**config.mk**
```make
export PLATFORM = sky130hd
export DESIGN_NAME = irq_entry_seq
export DESIGN_NICKNAME = d
export VERILOG_FILES = /design/src/rtl/irq_seq_pkg.sv /design/src/rtl/irq_arbiter.sv /design/src/rtl/irq_entry_calc.sv /design/src/rtl/irq_entry_seq.sv
export SDC_FILE = /design/constraint.sdc
export NUM_CORES = 1
export LEC_CHECK = 0
export ABC_AREA = 1
export CORE_ASPECT_RATIO = 0.8
export CORE_MARGIN = 4
export CORE_UTILIZATION = 35
export DETAILED_ROUTE_END_ITERATION = 10
export GPL_TIMING_DRIVEN = 0
export HOLD_SLACK_MARGIN = 0.03
export PLACE_DENSITY = 0.73
export SYNTH_ARGS = -nofsm -noshare
export SYNTH_HDL_FRONTEND = slang
export SYNTH_SLANG_ARGS = --single-unit
```
**constraint.sdc**
```tcl
create_clock -name clk -period 2.1 [get_ports clk]
set_input_delay 0.42 -clock clk [delete_from_list [all_inputs] [get_ports clk]]
set_output_delay 0.42 -clock clk [all_outputs]
set_load 0.03 [all_outputs]
```
**src/rtl/irq_seq_pkg.sv**
```systemverilog
package irq_seq_pkg;
    parameter int XLEN       = 32;
    parameter int HALF_W     = XLEN / 2;
    parameter int NUM_LINES  = 6;
    parameter int LINE_IDX_W = $clog2(NUM_LINES);

    parameter int PSW_ID_BIT = 5;
    parameter int PSW_EP_BIT = 6;
    parameter int PSW_NP_BIT = 7;

    parameter logic [XLEN-1:0]   RESET_PC      = '0;
    parameter logic [XLEN-1:0]   RESET_PSW     = 32'h0000_0020;
    parameter logic [XLEN-1:0]   NMI_VECTOR    = 32'h0000_0010;
    parameter logic [HALF_W-1:0] NMI_CODE      = 16'h0010;
    parameter logic [XLEN-1:0]   LINE_VEC_BASE = 32'h0000_0080;
    parameter logic [XLEN-1:0]   LINE_VEC_STEP = 32'h0000_0010;

    typedef enum logic [2:0] {
        ENTRY_NONE,
        ENTRY_RESET,
        ENTRY_NMI,
        ENTRY_NMI_HOLD,
        ENTRY_LINE
    } entry_kind_e;

    typedef struct packed {
        entry_kind_e             kind;
        logic [LINE_IDX_W-1:0]   line;
    } entry_sel_t;

    typedef struct packed {
        logic [XLEN-1:0] pc;
        logic [XLEN-1:0] psw;
    } arch_pair_t;

    typedef struct packed {
        logic [HALF_W-1:0] nmi_code;
        logic [HALF_W-1:0] line_code;
    } cause_t;

    function automatic logic [XLEN-1:0] line_vector(input logic [LINE_IDX_W-1:0] idx);
        return LINE_VEC_BASE + LINE_VEC_STEP * {{(XLEN-LINE_IDX_W){1'b0}}, idx};
    endfunction
endpackage

```
**src/rtl/irq_arbiter.sv**
```systemverilog
module irq_arbiter
    import irq_seq_pkg::*;
(
    input  logic                 boundary,
    input  logic                 reset_req,
    input  logic                 nmi_req,
    input  logic [NUM_LINES-1:0] line_req,
    input  logic                 psw_id,
    input  logic                 psw_np,
    input  logic                 nmi_held,
    output entry_sel_t           sel
);
    logic [LINE_IDX_W-1:0] low_idx;
    logic                  any_line;

    // Lowest active index wins: scan downward so the last hit is the lowest.
    always_comb begin
        low_idx  = '0;
        any_line = 1'b0;
        for (int i = NUM_LINES - 1; i >= 0; i--) begin
            if (line_req[i]) begin
                low_idx  = LINE_IDX_W'(i);
                any_line = 1'b1;
            end
        end
    end

    always_comb begin
        sel.kind = ENTRY_NONE;
        sel.line = low_idx;
        if (boundary) begin
            if (reset_req)
                sel.kind = ENTRY_RESET;
            else if (nmi_req)
                sel.kind = psw_np ? ENTRY_NMI_HOLD : ENTRY_NMI;
            else if (any_line && !psw_id)
                sel.kind = ENTRY_LINE;
            else if (nmi_held && !psw_np)
                sel.kind = ENTRY_NMI;
        end
    end
endmodule

```
**src/rtl/irq_entry_calc.sv**
```systemverilog
module irq_entry_calc
    import irq_seq_pkg::*;
(
    input  entry_sel_t       sel,
    input  logic [XLEN-1:0]  cur_pc,
    input  logic [XLEN-1:0]  cur_psw,
    input  cause_t           cause_q,
    input  logic             held_q,
    output logic [XLEN-1:0]  nxt_pc,
    output logic [XLEN-1:0]  nxt_psw,
    output cause_t           cause_d,
    output logic             held_d,
    output logic             line_save_en,
    output logic             nmi_save_en
);
    logic [XLEN-1:0] entry_psw;
    logic [XLEN-1:0] vec;

    always_comb begin
        entry_psw             = cur_psw;
        entry_psw[PSW_ID_BIT] = 1'b1;
        entry_psw[PSW_EP_BIT] = 1'b0;
        vec                   = line_vector(sel.line);

        nxt_pc       = cur_pc;
        nxt_psw      = cur_psw;
        cause_d      = cause_q;
        held_d       = held_q;
        line_save_en = 1'b0;
        nmi_save_en  = 1'b0;

        unique case (sel.kind)
            ENTRY_RESET: begin
                nxt_pc  = RESET_PC;
                nxt_psw = RESET_PSW;
                cause_d = '0;
                held_d  = 1'b0;
            end
            ENTRY_NMI: begin
                nxt_pc              = NMI_VECTOR;
                nxt_psw             = entry_psw;
                nxt_psw[PSW_NP_BIT] = 1'b1;
                cause_d.nmi_code    = NMI_CODE;
                held_d              = 1'b0;
                nmi_save_en         = 1'b1;
            end
            ENTRY_NMI_HOLD: begin
                held_d = 1'b1;
            end
            ENTRY_LINE: begin
                nxt_pc            = vec;
                nxt_psw           = entry_psw;
                cause_d.line_code = vec[HALF_W-1:0];
                line_save_en      = 1'b1;
            end
            default: begin
            end
        endcase
    end
endmodule

```
**src/rtl/irq_entry_seq.sv**
```systemverilog
module irq_entry_seq
    import irq_seq_pkg::*;
(
    input  logic                 clk,
    input  logic                 rst,
    input  logic                 boundary,
    input  logic                 reset_req,
    input  logic                 nmi_req,
    input  logic [NUM_LINES-1:0] line_req,
    input  logic [XLEN-1:0]      cur_pc,
    input  logic [XLEN-1:0]      cur_psw,
    output logic [XLEN-1:0]      new_pc,
    output logic [XLEN-1:0]      new_psw,
    output logic [XLEN-1:0]      line_save_pc,
    output logic [XLEN-1:0]      line_save_psw,
    output logic [XLEN-1:0]      nmi_save_pc,
    output logic [XLEN-1:0]      nmi_save_psw,
    output logic [XLEN-1:0]      cause,
    output logic                 nmi_held
);
    entry_sel_t sel;
    cause_t     cause_q, cause_d;
    arch_pair_t line_pair_q, nmi_pair_q;
    logic       held_q, held_d;
    logic       line_save_en, nmi_save_en;

    irq_arbiter u_arb (
        .boundary (boundary),
        .reset_req(reset_req),
        .nmi_req  (nmi_req),
        .line_req (line_req),
        .psw_id   (cur_psw[PSW_ID_BIT]),
        .psw_np   (cur_psw[PSW_NP_BIT]),
        .nmi_held (held_q),
        .sel      (sel)
    );

    irq_entry_calc u_calc (
        .sel         (sel),
        .cur_pc      (cur_pc),
        .cur_psw     (cur_psw),
        .cause_q     (cause_q),
        .held_q      (held_q),
        .nxt_pc      (new_pc),
        .nxt_psw     (new_psw),
        .cause_d     (cause_d),
        .held_d      (held_d),
        .line_save_en(line_save_en),
        .nmi_save_en (nmi_save_en)
    );

    always_ff @(posedge clk) begin
        if (rst) begin
            cause_q     <= '0;
            held_q      <= 1'b0;
            line_pair_q <= '0;
            nmi_pair_q  <= '0;
        end else begin
            cause_q <= cause_d;
            held_q  <= held_d;
            if (line_save_en)
                line_pair_q <= '{pc: cur_pc, psw: cur_psw};
            if (nmi_save_en)
                nmi_pair_q <= '{pc: cur_pc, psw: cur_psw};
        end
    end

    assign cause         = cause_q;
    assign nmi_held      = held_q;
    assign line_save_pc  = line_pair_q.pc;
    assign line_save_psw = line_pair_q.psw;
    assign nmi_save_pc   = nmi_pair_q.pc;
    assign nmi_save_psw  = nmi_pair_q.psw;
endmodule

```
==> results.sh <==
export IMPL_min_to="line_save_psw[7]$_SDFFE_PP0N_"
export IMPL_die_h_um=120
export IMPL_clockBufferDepth=2
export IMPL_crit_type="flop to output pin"
export IMPL_wl_per_cell_um=18.8
export IMPL_p_leak_uw=0.00414
export IMPL_h_tree_depth=4
export IMPL_path_cells="inv_2, nor2_1, nand2_1, nand2_2, buf_6, nand3_4, nand2_8, buf_12, buf_12, nor2_4, buf_6"
export IMPL_r2r_slack_ps=480
export IMPL_grt_pass1_wl_um=34900
export IMPL_mostFrequentLayoutCells="clkdlybuf4s50_1 (197), dfxtp_1 (133), a21oi_1 (132)"
export IMPL_crit_path_max_fanout=6
export IMPL_drt_first_iter_violations=374
export IMPL_outcome="finished, violations left"
export IMPL_ys_seq_area_share_pct=48.6
export IMPL_start_util_pct=36.3
export IMPL_synth_top_area_cell="dfxtp_1"
export IMPL_slew_limit_headroom_pct=51.2
export IMPL_critPathCaptureType="output pin"
export IMPL_num_io_pins=300
export IMPL_syn_to_final_growth_pct=83.3
export IMPL_violations="setup timing"
export IMPL_skew_ps=6.30
export IMPL_cap_viol_max_count=0
export IMPL_ys_ff_latch=134
export IMPL_wirelength_um=24300
export IMPL_crit_required_ps=1680
export IMPL_final_util_pct=66.5
export IMPL_via_per_inst=4.92
export IMPL_tightest_slew_ps=731
export IMPL_hold_viol_final=0
export IMPL_drtPass1Iterations=5
export IMPL_slowest_delay_ps=340
export IMPL_vias=6366
export IMPL_grt_antenna_before_repair=1
export IMPL_synth_cell_types=21
export IMPL_die_w_um=148
export IMPL_clk_latency_ps=430
export IMPL_grt_usage_pct=25.5
export IMPL_post_route_period_util_pct=108
export IMPL_die_area_um2=17900
export IMPL_syn_area_per_cell_um2=7.63
export IMPL_placed_cells_incl_taps=1232
export IMPL_coreArea_um2=15200
export IMPL_dp_hpwl_um=16900
export IMPL_critPathSlowestCell="dfxtp_2"
export IMPL_startpoint_type="flop"
export IMPL_drc=0
export IMPL_synthTopCellsByArea="dfxtp_1 (49%), a21oi_1 (12%), nand4_1 (7.1%)"
export IMPL_grt_pass1_vias=5948
export IMPL_maxSlewViolCount=0
export IMPL_critPathBufInv=5
export IMPL_yosys_warnings=0
export IMPL_cts_made_buffers=17
export IMPL_rows=40
export IMPL_fin_ws_ps=-176
export IMPL_cts_tree="yes"
export IMPL_setup_viol_count_final=61
export IMPL_min_path_type="input pin to flop"
export IMPL_layout_nets=1147
export IMPL_reg2reg_depth=11
export IMPL_rsz0062_at_grt="yes"
export IMPL_drive_gt1_share_pct=24.4
export IMPL_crit_family="buffers and inverters"
export IMPL_syn_cell_area_um2=5520
export IMPL_final_min_clock_period_ps=2280
export IMPL_place_ws_ps=-1710
export IMPL_port_buffers=272
export IMPL_grt_ovfl_total=0
export IMPL_path_depth=11
export IMPL_power_density_nw_per_um2=749
export IMPL_finalNonFillerCells=1295
export IMPL_irDropWorstVdd_v=0.000575
export IMPL_p_total_uw=7580
export IMPL_layout_cells_most_common="clkdlybuf4s50_1"
export IMPL_clkTransAtPathRegs_ps=60
export IMPL_fmax_mhz=439
export IMPL_syn_inst=724
export IMPL_grt_max_degree=17
export IMPL_final_antenna_net_count=0
export IMPL_arrival_ps=1860
export IMPL_whs_path_depth=3
export IMPL_synth_top_area_share_pct=48.6
export IMPL_r2r_start="nmi_held$_SDFFE_PP0P_"
export IMPL_cts_sinks=134
export IMPL_r2r_end="nmi_save_pc[27]$_SDFFE_PP0N_"
export IMPL_root_buffer="clkbuf_16"
export IMPL_gp_congestion=0.867
export IMPL_hold_buffers=0
export IMPL_worstHoldStart="cur_psw[7]"
sequential cells by signal, summed over array words and instances, names as in the netlist:
| signal | flops |
|---|---|
| nmi_held | 1 |
| nmi_save_psw | 32 |
| line_save_psw | 32 |
| line_save_pc | 32 |
| nmi_save_pc | 32 |
| cause | 5 |
cell type report:
class	count	area, µm²
sequential	134	2680
antenna	1	2.50
fill	1301	5090
buffer	86	567
timing repair buffer	305	3090
multi-input combinational	458	2630
inverter	70	275
tap	210	263
clock inverter	7	118
clock buffer	24	502
worst max path at each step:
stage	end	startpoint	slack, ps
6_report	new_pc[22]	nmi_held$_SDFFE_PP0P_	-180
3_3_place_gp	new_pc[2]	boundary	-1790
3_5_place_dp	new_pc[2]	boundary	-1710
5_1_grt	new_pc[22]	nmi_held$_SDFFE_PP0P_	-250
4_1_cts	new_pc[1]	nmi_held$_SDFFE_PP0P_	-150
2_1_floorplan	new_psw[12]	line_req[3]	-40
through the flow:
stage	setup TNS [ps]	hold WS, ps	instance area [µm²]
5_1_grt	-8730	300	10100
3_5_place_dp	-153820	428	8700
4_1_cts	-5560	289	9690
3_3_place_gp	-159180	427	8700
2_1_floorplan	-1170	563	5710
6_report	-4180	299	10100
cell usage after synthesis:
cell / n
buf_8: 1
nand3_1: 8
buf_6: 2
inv_1: 68
inv_2: 2
clkbuf_1: 34
dfxtp_1: 134
conb_1: 1
a21oi_2: 1
nor2_2: 11
buf_4: 28
nand3b_1: 1
o211ai_1: 1
nand2_2: 2
buf_2: 23
a21oi_1: 132
nor2_1: 58
nand2_1: 93
nand4_1: 63
o21ai_0: 59
nand3_2: 2
worst min-delay path: cells and delay by family:
kind / cells / cell delay [ps]
buffers and inverters: 1 / 130
and+or+nand+nor: 1 / 70
AOI/OAI and AO/OA: 1 / 50
kinds of logic after synthesis:
kind of cell	synth area share, %
AND/OR/NAND/NOR	20.1
AO/OA/AOI/OAI	17.6
buffers and inverters	13.6
flip-flops	48.6
other	0.0679
metal layers:
metal	GRT usage [%]	up-vias	part of all wire, %
met5	0	-	0
met4	8.54	0	2.4
met3	8.95	40	9.3
met2	39.7	298	46
met1	32.9	2968	42
li1	-	3060	-
power breakdown:
| group | total (µW) | leakage, µW | switching [µW] | internal (µW) |
|---|---|---|---|---|
| logic | 1770 | 0.00276 | 1050 | 721 |
| clock network | 3150 | 0.000295 | 1130 | 2020 |
| registers | 2660 | 0.00109 | 40.5 | 2620 |
timing repair:
| item | 4_1_cts | 5_1_grt |
|---|---|---|
| resized for setup | 511 | 87 |
| cloned | 2 | 3 |
| setup buffers | 23 | 7 |
| pin swaps | 16 | 10 |
| setup endpoints to repair | 131 | 64 |
No activity file was read; power rests on OpenSTA's default activity.
